==> config.mk <==
export PLATFORM = sky130hd
export DESIGN_NAME = isu_irq_status
export DESIGN_NICKNAME = d
export VERILOG_FILES = /design/src/rtl/isu_pkg.sv /design/src/rtl/isu_mask_reg.sv /design/src/rtl/isu_raw_bank.sv /design/src/rtl/isu_read_mux.sv /design/src/rtl/isu_irq_status.sv
export SDC_FILE = /design/constraint.sdc
export NUM_CORES = 1
export LEC_CHECK = 0
export BUFFER_PORTS_ARGS = -buffer_cell sky130_fd_sc_hd__clkbuf_2
export CAP_MARGIN = 20
export CORE_ASPECT_RATIO = 1.1
export CORE_UTILIZATION = 55
export CTS_BUF_LIST = sky130_fd_sc_hd__clkbuf_2
export DETAILED_ROUTE_END_ITERATION = 8
export PLACE_DENSITY = 0.86
export SYNTH_ARGS = -nofsm -noshare
export SYNTH_HDL_FRONTEND = slang
export SYNTH_SLANG_ARGS = --single-unit
==> constraint.sdc <==
create_clock -name clk_i -period 2.59 [get_ports clk_i]
set_input_delay 0.3885 -clock clk_i [delete_from_list [all_inputs] [get_ports clk_i]]
set_output_delay 0.3885 -clock clk_i [all_outputs]
set_load 0.05 [all_outputs]
==> src/rtl/isu_pkg.sv <==
package isu_pkg;
  localparam int unsigned ISU_NUM_SRC = 8;
  localparam int unsigned ISU_SEL_W   = 2;

  typedef enum logic [ISU_SEL_W-1:0] {
    SEL_RAW   = 2'd0,
    SEL_MASK  = 2'd1,
    SEL_MSTAT = 2'd2,
    SEL_CLR   = 2'd3
  } isu_sel_e;

  localparam int unsigned EV_RX_FULL   = 0;
  localparam int unsigned EV_RX_UNDER  = 1;
  localparam int unsigned EV_TX_OVER   = 2;
  localparam int unsigned EV_TX_EMPTY  = 3;
  localparam int unsigned EV_XFER_DONE = 4;
  localparam int unsigned EV_BUS_ERR   = 5;
  localparam int unsigned EV_PROTO_ERR = 6;
  localparam int unsigned EV_DMA_DONE  = 7;
endpackage

==> src/rtl/isu_mask_reg.sv <==
module isu_mask_reg #(
  parameter int unsigned NUM_SRC = 8
) (
  input  logic               clk_i,
  input  logic               rst_ni,
  input  logic               load_i,
  input  logic [NUM_SRC-1:0] wdata_i,
  output logic [NUM_SRC-1:0] mask_o
);
  // reset leaves every source disabled
  always_ff @(posedge clk_i or negedge rst_ni) begin
    if (!rst_ni)     mask_o <= '1;
    else if (load_i) mask_o <= wdata_i;
  end
endmodule

==> src/rtl/isu_raw_bank.sv <==
module isu_raw_bank #(
  parameter int unsigned NUM_SRC = 8
) (
  input  logic               clk_i,
  input  logic               rst_ni,
  input  logic [NUM_SRC-1:0] evt_i,
  input  logic [NUM_SRC-1:0] clr_i,
  output logic [NUM_SRC-1:0] raw_o
);
  for (genvar g = 0; g < NUM_SRC; g++) begin : g_bit
    always_ff @(posedge clk_i or negedge rst_ni) begin
      if (!rst_ni)       raw_o[g] <= 1'b0;
      else if (evt_i[g]) raw_o[g] <= 1'b1;  // event beats clear
      else if (clr_i[g]) raw_o[g] <= 1'b0;
    end
  end
endmodule

==> src/rtl/isu_read_mux.sv <==
module isu_read_mux
  import isu_pkg::*;
#(
  parameter int unsigned NUM_SRC = 8
) (
  input  isu_sel_e           sel_i,
  input  logic [NUM_SRC-1:0] raw_i,
  input  logic [NUM_SRC-1:0] mask_i,
  input  logic [NUM_SRC-1:0] mstat_i,
  output logic [NUM_SRC-1:0] rdata_o
);
  always_comb begin
    unique case (sel_i)
      SEL_RAW:   rdata_o = raw_i;
      SEL_MASK:  rdata_o = mask_i;
      SEL_MSTAT: rdata_o = mstat_i;
      default:   rdata_o = '0;
    endcase
  end
endmodule

==> src/rtl/isu_irq_status.sv <==
module isu_irq_status
  import isu_pkg::*;
#(
  parameter int unsigned NUM_SRC = ISU_NUM_SRC
) (
  input  logic                 clk_i,
  input  logic                 rst_ni,
  input  logic [NUM_SRC-1:0]   evt_i,
  input  logic                 we_i,
  input  logic [ISU_SEL_W-1:0] addr_i,
  input  logic [NUM_SRC-1:0]   wdata_i,
  output logic [NUM_SRC-1:0]   rdata_o,
  output logic                 irq_o
);
  isu_sel_e           sel;
  logic               mask_ld;
  logic [NUM_SRC-1:0] clr_vec;
  logic [NUM_SRC-1:0] raw_q;
  logic [NUM_SRC-1:0] mask_q;
  logic [NUM_SRC-1:0] mstat;

  assign sel     = isu_sel_e'(addr_i);
  assign mask_ld = we_i && (sel == SEL_MASK);
  assign clr_vec = (we_i && (sel == SEL_CLR)) ? wdata_i : '0;
  assign mstat   = raw_q & ~mask_q;
  assign irq_o   = |mstat;

  isu_mask_reg #(.NUM_SRC(NUM_SRC)) i_mask (
    .clk_i   (clk_i),
    .rst_ni  (rst_ni),
    .load_i  (mask_ld),
    .wdata_i (wdata_i),
    .mask_o  (mask_q)
  );

  isu_raw_bank #(.NUM_SRC(NUM_SRC)) i_raw (
    .clk_i  (clk_i),
    .rst_ni (rst_ni),
    .evt_i  (evt_i),
    .clr_i  (clr_vec),
    .raw_o  (raw_q)
  );

  isu_read_mux #(.NUM_SRC(NUM_SRC)) i_rmux (
    .sel_i   (sel),
    .raw_i   (raw_q),
    .mask_i  (mask_q),
    .mstat_i (mstat),
    .rdata_o (rdata_o)
  );
endmodule

== Word-level counts from Yosys, hierarchy flattened ==
Index checks and enable logic that the tools add are counted.

* Output and inout bits: 9
* Word-level logic and storage cells: 44
* Input port bits: 21
* Register bits after elaboration: 16

* Bitwise logic cells: 2
* Multiplexer cells: 18
* Reduce and logical (&&, ||, !) cells: 12
* Eq/ne operators: 3

{| class="wikitable"
|+ Operators by type and width
! kind !! number
|-
| 8-bit case mux with 3 select lines || 1
|-
| 1-bit 2-to-1 mux || 16
|-
| 2-bit nonzero test || 8
|-
| 8-bit AND || 1
|-
| 8-bit 2-to-1 mux || 1
|-
| 8-bit inverter || 1
|-
| 8-bit OR reduction || 1
|-
| 2-bit == test (second input constant) || 2
|-
| 2-bit by 1-bit == test with 1-bit output (second input constant) || 1
|-
| 1-bit logical AND || 2
|-
| 2-bit zero test || 1
|}

== Depth between registers and ports, before layout ==
Gate-level depths: netlist of run 1.

* Word-level depth: 5
* Mapped depth: 5
* Gate-level depth less buffers: 3

== Cells and area by module ==
From an unflattened synthesis of run 1, not the netlist that was laid out.

* Cell total of the unflattened synthesis: 83
* Area total of the unflattened synthesis: 989.7 um^2

{| class="wikitable"
|+ Modules (own cells, without submodules)
! module !! seq. area each (um^2) !! cells each !! area each (um^2) !! instances
|-
| isu_mask_reg || 210.2 || 17 || 341.6 || 1
|-
| isu_raw_bank || 200.2 || 24 || 290.3 || 1
|-
| isu_read_mux || 0.0 || 20 || 197.7 || 1
|-
| isu_irq_status || 0.0 || 22 || 160.2 || 1
|}

== Worst setup path before layout of run 1 ==
No wires, ideal clock.

* Kind: input-to-output
* Start point: input addr_i[0]
* End point: output rdata_o[0]
* Stages on the path: 4
* Data required time: 2.202 ns
* Setup slack: 0.679 ns
* Path buffers: 2
* Arrival: 1.522 ns
* Cells stage by stage: buf_6 buf_2 o21ai_0 a21oi_1

* Cells in the longest elaborated chain, start to end: 2
* Elaborated cells between the ends (all ways): 4
* Classes of those cells: eq/ne: 2; mux: 1; reduce/logical: 1

{| class="wikitable"
|+ RTL lines
! item !! RTL line !! RTL
|-
| start: declaration || isu_irq_status.sv:10 || <nowiki>input logic [ISU_SEL_W-1:0] addr_i,</nowiki>
|-
| 2-bit == test, or another cell as far along || isu_read_mux.sv:13 || <nowiki>unique case (sel_i)</nowiki>
|-
| 8-bit case mux with 3 select lines * || isu_read_mux.sv:13 ||
|-
| end: declaration || isu_irq_status.sv:12 || <nowiki>output logic [NUM_SRC-1:0] rdata_o,</nowiki>
|}

Mark *: on every way between the ends. The rest lies on a longest branch, timed or not.

== Worst setup path after layout of run 1 ==
* Start point: register i_mask.mask_o[1]
* End point: output irq_o

* Cells in the longest elaborated chain, start to end: 3

{| class="wikitable"
|+ RTL lines
! item !! RTL line !! RTL
|-
| start: declaration || isu_mask_reg.sv:8 || <nowiki>output logic [NUM_SRC-1:0] mask_o</nowiki>
|-
| start signal: assignment || isu_mask_reg.sv:13 || <nowiki>else if (load_i) mask_o <= wdata_i;</nowiki>
|-
| 8-bit inverter || isu_irq_status.sv:25 || <nowiki>assign mstat = raw_q & ~mask_q;</nowiki>
|-
| 8-bit AND || isu_irq_status.sv:25 ||
|-
| 8-bit OR reduction || isu_irq_status.sv:26 || <nowiki>assign irq_o = |mstat;</nowiki>
|-
| end: declaration || isu_irq_status.sv:13 || <nowiki>output logic irq_o</nowiki>
|}

No other way between the ends.

==> results.cfg, run 1 <==
[global_route]
grt.total_usage_pct = 23.6
grt_max_degree = 18
overflow = 0
grt_pass1_vias = 726
antenna_found_initial = 0
grt_pass1_wl_mm = 2.85

[critical_path]
cp.required_ps = 2200
cpPeakStageDelay_ps = 580
critical_path.endpoint = irq_o
cp-start-kind = flip-flop
r2r_slack_ps = 1760
cp-startpoint = i_mask.mask_o[1]
worstPathCellList = o22ai_1 > or4_1 > clkbuf_2
worstPathArrival_ps = 1710
crit_type = reg -> out
worstRegToRegCells = 3
r2r-end = i_raw.raw_o[2]
end_kind = output pin
cpMaxStageDelayCell = dfstp_2
reg2reg_from = i_raw.raw_o[2]
crit_fanout = 4

[clock_tree]
cts_buffer_depth = 2
cts_tree = done
numCtsBuffers = 3
clock-sinks = 16
post_cts_resized = 0
cts-hold-fix-buffers = 0
cts.clk_slew.worst_paths_ps = 150
cts_htree_levels = 1
cts_root_buffer = clkbuf_2
cts_setup_buffers = 0
worstSkewPairLatency_ps = 280

[floorplanning]
fp.dieH_um = 44
core_area_um2 = 1440
fp-row-count = 14
initial_utilization_pct = 61.4
io_pins = 30
die_area_um2 = 1770
die_x_um = 40.2

[timing]
slew-limit-headroom_pct = 73.4
fin_hold_ws_ps = -9.58
drv_slew = 0
fmax_mhz = 477
period_share_pct = 80.9
fin_crit_ps = 2100
hold_violations = 5
skew_ps = 0
setup_viol = 0
tns_ps = 0
worstMarginPinSlew_ps = 399
rsz0062_at_grt = no

[outcome]
status = finished, violations left
violations = negative hold slack

[cells_and_area]
fillerInstances = 116
post-route-util_pct = 71.5
nets = 140
final_area_um2 = 1030
syn2layout_area_growth_pct = 16.5
drive_gt1_share_pct = 41.9
antenna_cells = 0

[hold_path]
hp-class = in -> async

[routing]
drtIter0Drc = 8
routed_wl_mm = 1.77
antenna_left = 0
drt_pre_antenna_iters = 4
viasPerCell = 5.40
drc = 0
num_vias = 718
wl_per_cell_um = 13.3

[yosys]
synth_cells = 89
yosysWarningCount = 0
avgSynthCellArea_um2 = 9.91
synth_top_area_share_pct = 23.8
synth_area_um2 = 882
synth_top_cell_by_area = dfstp_2
syn_nets = 110
synth.distinct_cells = 16
yosysSeqAreaShare_pct = 46.5
yosys_register_bits = 16
synth.area.top_cells = dfstp_2 24%, dfrtp_1 23%, mux2_4 14%

[power]
peakVddDrop_mv = 0.401
p_per_area_nw_per_um2 = 644
power.leakage_nw = 0.558

[placed_design]
place_area_um2 = 1010
place_congestion = 0.758
dpl.hpwl_mm = 1.31
io_buffer_count = 29

[flow_run]
maxCapViolCount = 0
placed cells by master (no fill, tap or decap):
cell type,Yosys,routed
clkbuf_2,0,32
a21oi_1,16,16
inv_1,15,15
mux2_4,8,8
or2_1,8,8
dfstp_2,8,8
dfrtp_1,8,8
nand2_1,7,7
o21ai_0,7,7
o22ai_1,4,4
mux2i_1,1,1
or4_1,1,1
nand3b_4,1,1
and3_1,1,1
through the flow:
step	power [W]	std cells	setup slack, ps
2_1_floorplan	0.000501	89	679
3_3_place_gp	0.000551	130	840
3_5_place_dp	0.000557	130	824
4_1_cts	0.000663	133	484
5_1_grt	0.000694	133	411
6_report	0.000661	133	495
routing by layer:
layer	GRT usage, %	wire, um	up-vias
met1	30.2	761	342
li1	-	-	351
met5	0	0	-
met3	3.08	80	2
met4	10.0	9	0
met2	39.0	919	23
state kept, by name, summed over array words and instances (netlist names):
signal	count
i_mask.mask_o	8
i_raw.raw_o	8
cells in the mapped netlist, drive strengths merged:
cell type	count
a21oi	16
o21ai	7
mux2i	1
mux2	8
dfstp	8
or4	1
nand2	7
buf	4
dfrtp	8
nand3b	1
o22ai	4
inv	15
or2	8
and3	1
power by group:
| part | internal [W] | switching, W |
|---|---|---|
| logic | 0.0000844 | 0.000146 |
| registers | 0.000296 | 0.0000256 |
| clock network | 0.0000316 | 0.0000769 |
| total | 0.000412 | 0.000249 |
area by class of cell:
cell class                      count  area (um2)  area share [%]
Sequential cell                    16         410            40.0
Multi-Input combinational cell     54         380            37.0
Timing Repair Buffer               29         145            14.1
Inverter                           15        56.3            5.48
Tap cell                           16        20.0            1.95
Clock buffer                        3        15.0            1.46
worst max-delay path: cells and delay by family, from the launching register on:
kind                   cells  cell delay (ps)
and+or+nand+nor            1              510
buffers and inverters      1              250
DFF                        1              580
AOI/OAI and AO/OA          1               70
cell families after synthesis:
family | count (synthesis) | synth area share (%)
compound gates | 27 | 15.9
flops | 16 | 46.5
buf+inv | 19 | 10.4
simple gates | 18 | 12.5
mux | 9 | 14.8
how the worst min path moves through the flow:
stage / startpoint / end / cells past startpoint
final: rst_ni / i_raw.raw_o[4] / 1
after global routing: rst_ni / i_raw.raw_o[7] / 1
after CTS: rst_ni / i_raw.raw_o[1] / 1
after detailed placement: rst_ni / i_raw.raw_o[0] / 1
after global placement: rst_ni / i_raw.raw_o[0] / 1
after floorplan: rst_ni / i_raw.raw_o[0] / 0
Note: power is estimated with default switching activity, not from simulation.
==> inputs of run 2 (changes only) <==
- CORE_UTILIZATION: 55 -> 51
- PLACE_DENSITY: 0.86 -> 0.81
- clock period: 2.59 -> 2 ns (I/O delays scaled with it)
==> run 2 against run 1 <==
  * The run now ends clean
  * Global-route usage is 2.8 points lower
  * Clock power is 37% higher
  * Final area is 3.5% higher
  * First-iteration DRC count is 50% lower
  * Total power is 32% higher
  * Register-to-register slack worse by 620 ps
  * Die area is 7.5% higher
==> results.cfg, run 2 (same netlist as run 1, synthesis figures left out) <==
[timing]
rsz0062_at_grt = yes
hold_violations = 0
period_share_pct = 98.5
skew_ps = 0
drv_slew = 0
setup_viol = 0
fin_crit_ps = 1970
worstMarginPinSlew_ps = 406
setup_slack_ps = 30.4
fmax_mhz = 508
slew-limit-headroom_pct = 73.0
tns_ps = 0

[clock_tree]
cts.clk_slew.worst_paths_ps = 160
numCtsBuffers = 3
cts_tree = done
cts_buffer_depth = 2
cts_htree_levels = 1
worstSkewPairLatency_ps = 290
cts_root_buffer = clkbuf_2
clock-sinks = 16

[routing]
wl_per_cell_um = 13.0
drc = 0
wl_met3_um = 72
routed-wl-met2_um = 859
antenna_left = 0
viasPerCell = 5.26
drt_pre_antenna_iters = 4
routed_wl_mm = 1.78
top_layer = met4
met1Wirelength_um = 797
num_vias = 720
drtIter0Drc = 4

[power]
swShare_pct = 37.7
p_per_area_nw_per_um2 = 820
clkPwrFrac_pct = 17.0
power_w = 0.000872
peakVddDrop_mv = 0.470
internal-power_w = 0.000543
pwr-share-comb_pct = 35.4
p_switching_w = 0.000329
pwr-share-seq_pct = 47.6
power.leakage_nw = 0.574

[cells_and_area]
final_cell_mix = 31 x clkbuf_2, 16 x a21oi_1, 15 x inv_1
antenna_cells = 0
post-route-util_pct = 66.7
reg_top3 = i_mask.mask_o x8, i_raw.raw_o x8
nets = 142
layout_commonest_cell = clkbuf_2
finalNonFillerCells = 137
syn2layout_area_growth_pct = 20.6
drive_gt1_share_pct = 42.5

[placed_design]
place_inst = 131
place_congestion = 0.743
dpl.hpwl_mm = 1.31
io_buffer_count = 29
dp_slack_ps = 294

[floorplanning]
die_x_um = 41.7
io_pins = 30
die_area_um2 = 1900
fp.dieH_um = 45.6
core_area_um2 = 1600
fp-row-count = 15
initial_utilization_pct = 55.3

[critical_path]
crit_type = reg -> out
cp.required_ps = 1700
worstPathCellList = o22ai_1 > or4_4 > buf_8
worstPathArrival_ps = 1670
cpMaxStageDelayCell = dfstp_2
crit_fanout = 2
end_kind = output pin
cp-start-kind = flip-flop
cpPeakStageDelay_ps = 570

[global_route]
grt_pass1_vias = 708
grt_max_degree = 18
grt_pass1_wl_mm = 2.93
grt.total_usage_pct = 20.8
antenna_found_initial = 0
overflow = 0

[flow_run]
maxCapViolCount = 0

[outcome]
status = complete, no violations

[hold_path]
hp-class = in -> reg
-- run 2: cell count changes in the layout (fill, tap and decap cells not counted), sizes merged --
cell         delta
clkbuf          -1
buf             +2
clkinv          +1
dlygate4sd3     +1
-- run 2: path summary, 6_finish.rpt --
| kind | from | to | slack [ps] | depth (start not counted) |
|---|---|---|---|---|
| min | evt_i[4] | i_raw.raw_o[4] | 170 | 2 |
| max | i_mask.mask_o[1] | irq_o | 30 | 3 |
| min in group asynchronous | rst_ni | i_raw.raw_o[1] | 430 | 2 |
| max in group asynchronous | rst_ni | i_mask.mask_o[7] | 1240 | 2 |
| min reg2reg | i_raw.raw_o[6] | i_raw.raw_o[6] | 640 | 3 |
| max reg2reg | i_raw.raw_o[7] | i_raw.raw_o[7] | 1140 | 3 |
-- run 2: power groups by stage --
stage / Clock, W / Combinational [W] / Sequential, W
2_1_floorplan: 0 / 0.000235 / 0.000414
3_3_place_gp: 0 / 0.000296 / 0.000418
3_5_place_dp: 0 / 0.000298 / 0.000423
4_1_cts: 0.000150 / 0.000309 / 0.000415
5_1_grt: 0.000160 / 0.000333 / 0.000422
6_report: 0.000148 / 0.000308 / 0.000415
-- run 2: routing by layer --
layer  track usage [%]  vias up
met5                 0        -
met4              12.9        0
met3              4.37        7
met2              35.3       24
met1              24.6      332
li1                  -      357
-- run 2: repair_timing --
item                                    CTS  global route
gates resized for setup                   2             2
setup buffers                             1             0
hold endpoints to repair                  8             0
hold buffers                              1             0
endpoints found under the setup margin    1             1
-- run 2: stage by stage --
step	cell area (um2)	hold slack (ps)
5_1_grt	1060	169
4_1_cts	1060	173
2_1_floorplan	882	4.41
6_report	1060	169
3_3_place_gp	1010	237
3_5_place_dp	1010	239
-- run 2: cell type report --
type	instances	area [um2]
clock buffer	3	15.0
clock inverter	1	3.75
fill	135	532
inverter	15	56.3
multi-input combinational	54	384
sequential	16	410
tap	17	21.3
timing repair buffer	31	173
-- run 2: critical path, delay by kind of cell, from the launching register on --
| kind | cells | cell delay, ps |
|---|---|---|
| AOI/OAI and AO/OA | 1 | 80 |
| DFF | 1 | 570 |
| and+or+nand+nor | 1 | 550 |
| buffers and inverters | 1 | 170 |
==> inputs of run 3 (changes only) <==
- CORE_UTILIZATION: 51 -> 45
- PLACE_DENSITY: 0.81 -> 0.71
- SYNTH_HIERARCHICAL: default -> 1
==> run 3 against run 2 <==
  * Synthesized area up 12%
  * Critical path depth rose by 1
  * Critical endpoint unchanged
  * Sequential power rose by 2%
  * Sequential share of layout area is 3.3 points lower
  * Hold slack gained 11 ps
  * Final area rose by 9.3%
  * Worst setup slack gained 120 ps
  * Combinational power is 7.1% lower
  * Maximum frequency grew 6.5%
  * Largest cell class is now multi-input gates
  * Global-route usage fell by 2.4 points
==> results.cfg, run 3 <==
[outcome]
status = complete, no violations

[timing]
fin_hold_ws_ps = 180
fin_crit_ps = 1850
hold_violations = 0
slew-limit-headroom_pct = 74.1
period_share_pct = 92.5
drv_slew = 0
rsz0062_at_grt = no
skew_ps = 0
worstMarginPinSlew_ps = 389
setup_viol = 0
setup_slack_ps = 151
fmax_mhz = 541
tns_ps = 0

[clock_tree]
cts_root_buffer = clkbuf_2
cts_tree = done
cts.clk_slew.worst_paths_ps = 160
post_cts_resized = 0
cts_buffer_depth = 2
cts-hold-fix-buffers = 1
cts_htree_levels = 1
worstSkewPairLatency_ps = 260
cts_setup_buffers = 0
clock-sinks = 16
numCtsBuffers = 3

[yosys]
synth_top_area_share_pct = 21.2
synth_cells = 83
synth_ff_type = dfstp_2
synth.area.top_cells = dfstp_2 21%, dfrtp_1 20%, mux2_4 12%
yosysWarningCount = 6
synth_edf_count = 0
synth.distinct_cells = 15
synth_top_cell_by_area = dfstp_2
ys_async_sr_fraction_pct = 100
avgSynthCellArea_um2 = 11.9
yosys_register_bits = 16
yosysSeqAreaShare_pct = 41.5
syn_nets = 104
synth_area_um2 = 990

[routing]
met1Wirelength_um = 801
routed_wl_mm = 1.82
drt_pre_antenna_iters = 4
top_layer = met4
num_vias = 719
drc = 0
viasPerCell = 5.06
drtIter0Drc = 8
antenna_left = 0
wl_met3_um = 60
wl_per_cell_um = 12.8
routed-wl-met2_um = 935

[cells_and_area]
finalNonFillerCells = 142
syn2layout_area_growth_pct = 17.4
nets = 136
drive_gt1_share_pct = 48.2
reg_top3 = i_mask/mask_o x8, i_raw/raw_o x8
layout_commonest_cell = clkbuf_2
antenna_cells = 0

[placed_design]
dp_slack_ps = 405
place_inst = 137
place_congestion = 0.735
dpl.hpwl_mm = 1.44
io_buffer_count = 29

[critical_path]
worstPathCellList = nor2b_4 > nor4_1 > nand2_1 > clkbuf_2
crit_family = flip-flops
cp.required_ps = 1700
cp-start-kind = flip-flop
cpPeakStageDelay_ps = 600
worstPathArrival_ps = 1550
crit_buf_inv = 1
crit_type = reg -> out
crit_fanout = 3
cpMaxStageDelayCell = dfstp_2
end_kind = output pin

[global_route]
grt_pass1_wl_mm = 3.08
antenna_found_initial = 0
grt.total_usage_pct = 18.4
grt_max_degree = 17
overflow = 0
grt_pass1_vias = 746

[floorplanning]
fp-row-count = 17
die_x_um = 46.7
die_area_um2 = 2390
fp.dieH_um = 51.2
core_area_um2 = 2040
initial_utilization_pct = 48.5
io_pins = 30

[power]
peakVddDrop_mv = 0.435
power.leakage_nw = 0.545
p_per_area_nw_per_um2 = 739

[flow_run]
maxCapViolCount = 0

[hold_path]
hp-class = in -> reg
run 3: changes by cell type after synthesis, moves of 7 or more:
cell,before,now
mux2i_1,1,8
a21oi_1,16,0
a21o_1,0,8
o21ai_0,7,0
or2_1,8,0
and2_1,0,8
inv_1,15,8
o2bb2ai_1,0,8
run 3: area by class of cell:
cell class | count | area [um2]
inverter | 8 | 30.0
sequential | 16 | 410
clock buffer | 4 | 20.0
timing repair buffer | 31 | 163
fill | 206 | 880
tap | 28 | 35.0
multi-input combinational | 55 | 504
run 3: power by group:
| group | switching (W) | internal [W] |
|---|---|---|
| clock network | 0.0000964 | 0.0000531 |
| registers | 0.0000394 | 0.000384 |
| logic | 0.000161 | 0.000124 |
| total | 0.000297 | 0.000561 |
run 3: kinds of logic after synthesis:
kind of cell           Yosys count  share of synthesized area (%)
muxes                           16                           20.2
DFF                             16                           41.5
and+or+nand+nor                 23                           17.6
AOI/OAI and AO/OA               16                           13.1
buffers and inverters           12                           7.59
run 3: stage by stage:
step / power, W / cell area, um2 / util, %
6_report: 0.000859 / 1160 / 56.9
5_1_grt: 0.000905 / 1160 / 56.9
4_1_cts: 0.000871 / 1160 / 56.9
3_5_place_dp: 0.000715 / 1130 / 55.5
3_3_place_gp: 0.000706 / 1130 / 55.5
2_1_floorplan: 0.000646 / 990 / -
run 3: worst paths after layout:
check                                  from          endpoint  slack [ps]  cells past startpoint
min reg2reg                  i_raw/raw_o[1]    i_raw/raw_o[1]         510                      1
min in group asynchronous            rst_ni    i_raw/raw_o[2]         450                      2
min                                evt_i[6]    i_raw/raw_o[6]         180                      2
max reg2reg                i_mask/mask_o[4]  i_mask/mask_o[4]        1210                      1
max in group asynchronous            rst_ni  i_mask/mask_o[3]        1210                      2
max                        i_mask/mask_o[6]             irq_o         150                      4
run 3: per-layer routing:
layer	GRT usage, %	up-vias
met5	0	-
met4	7.14	0
met3	3.18	4
met2	32.6	17
met1	21.2	351
li1	-	347
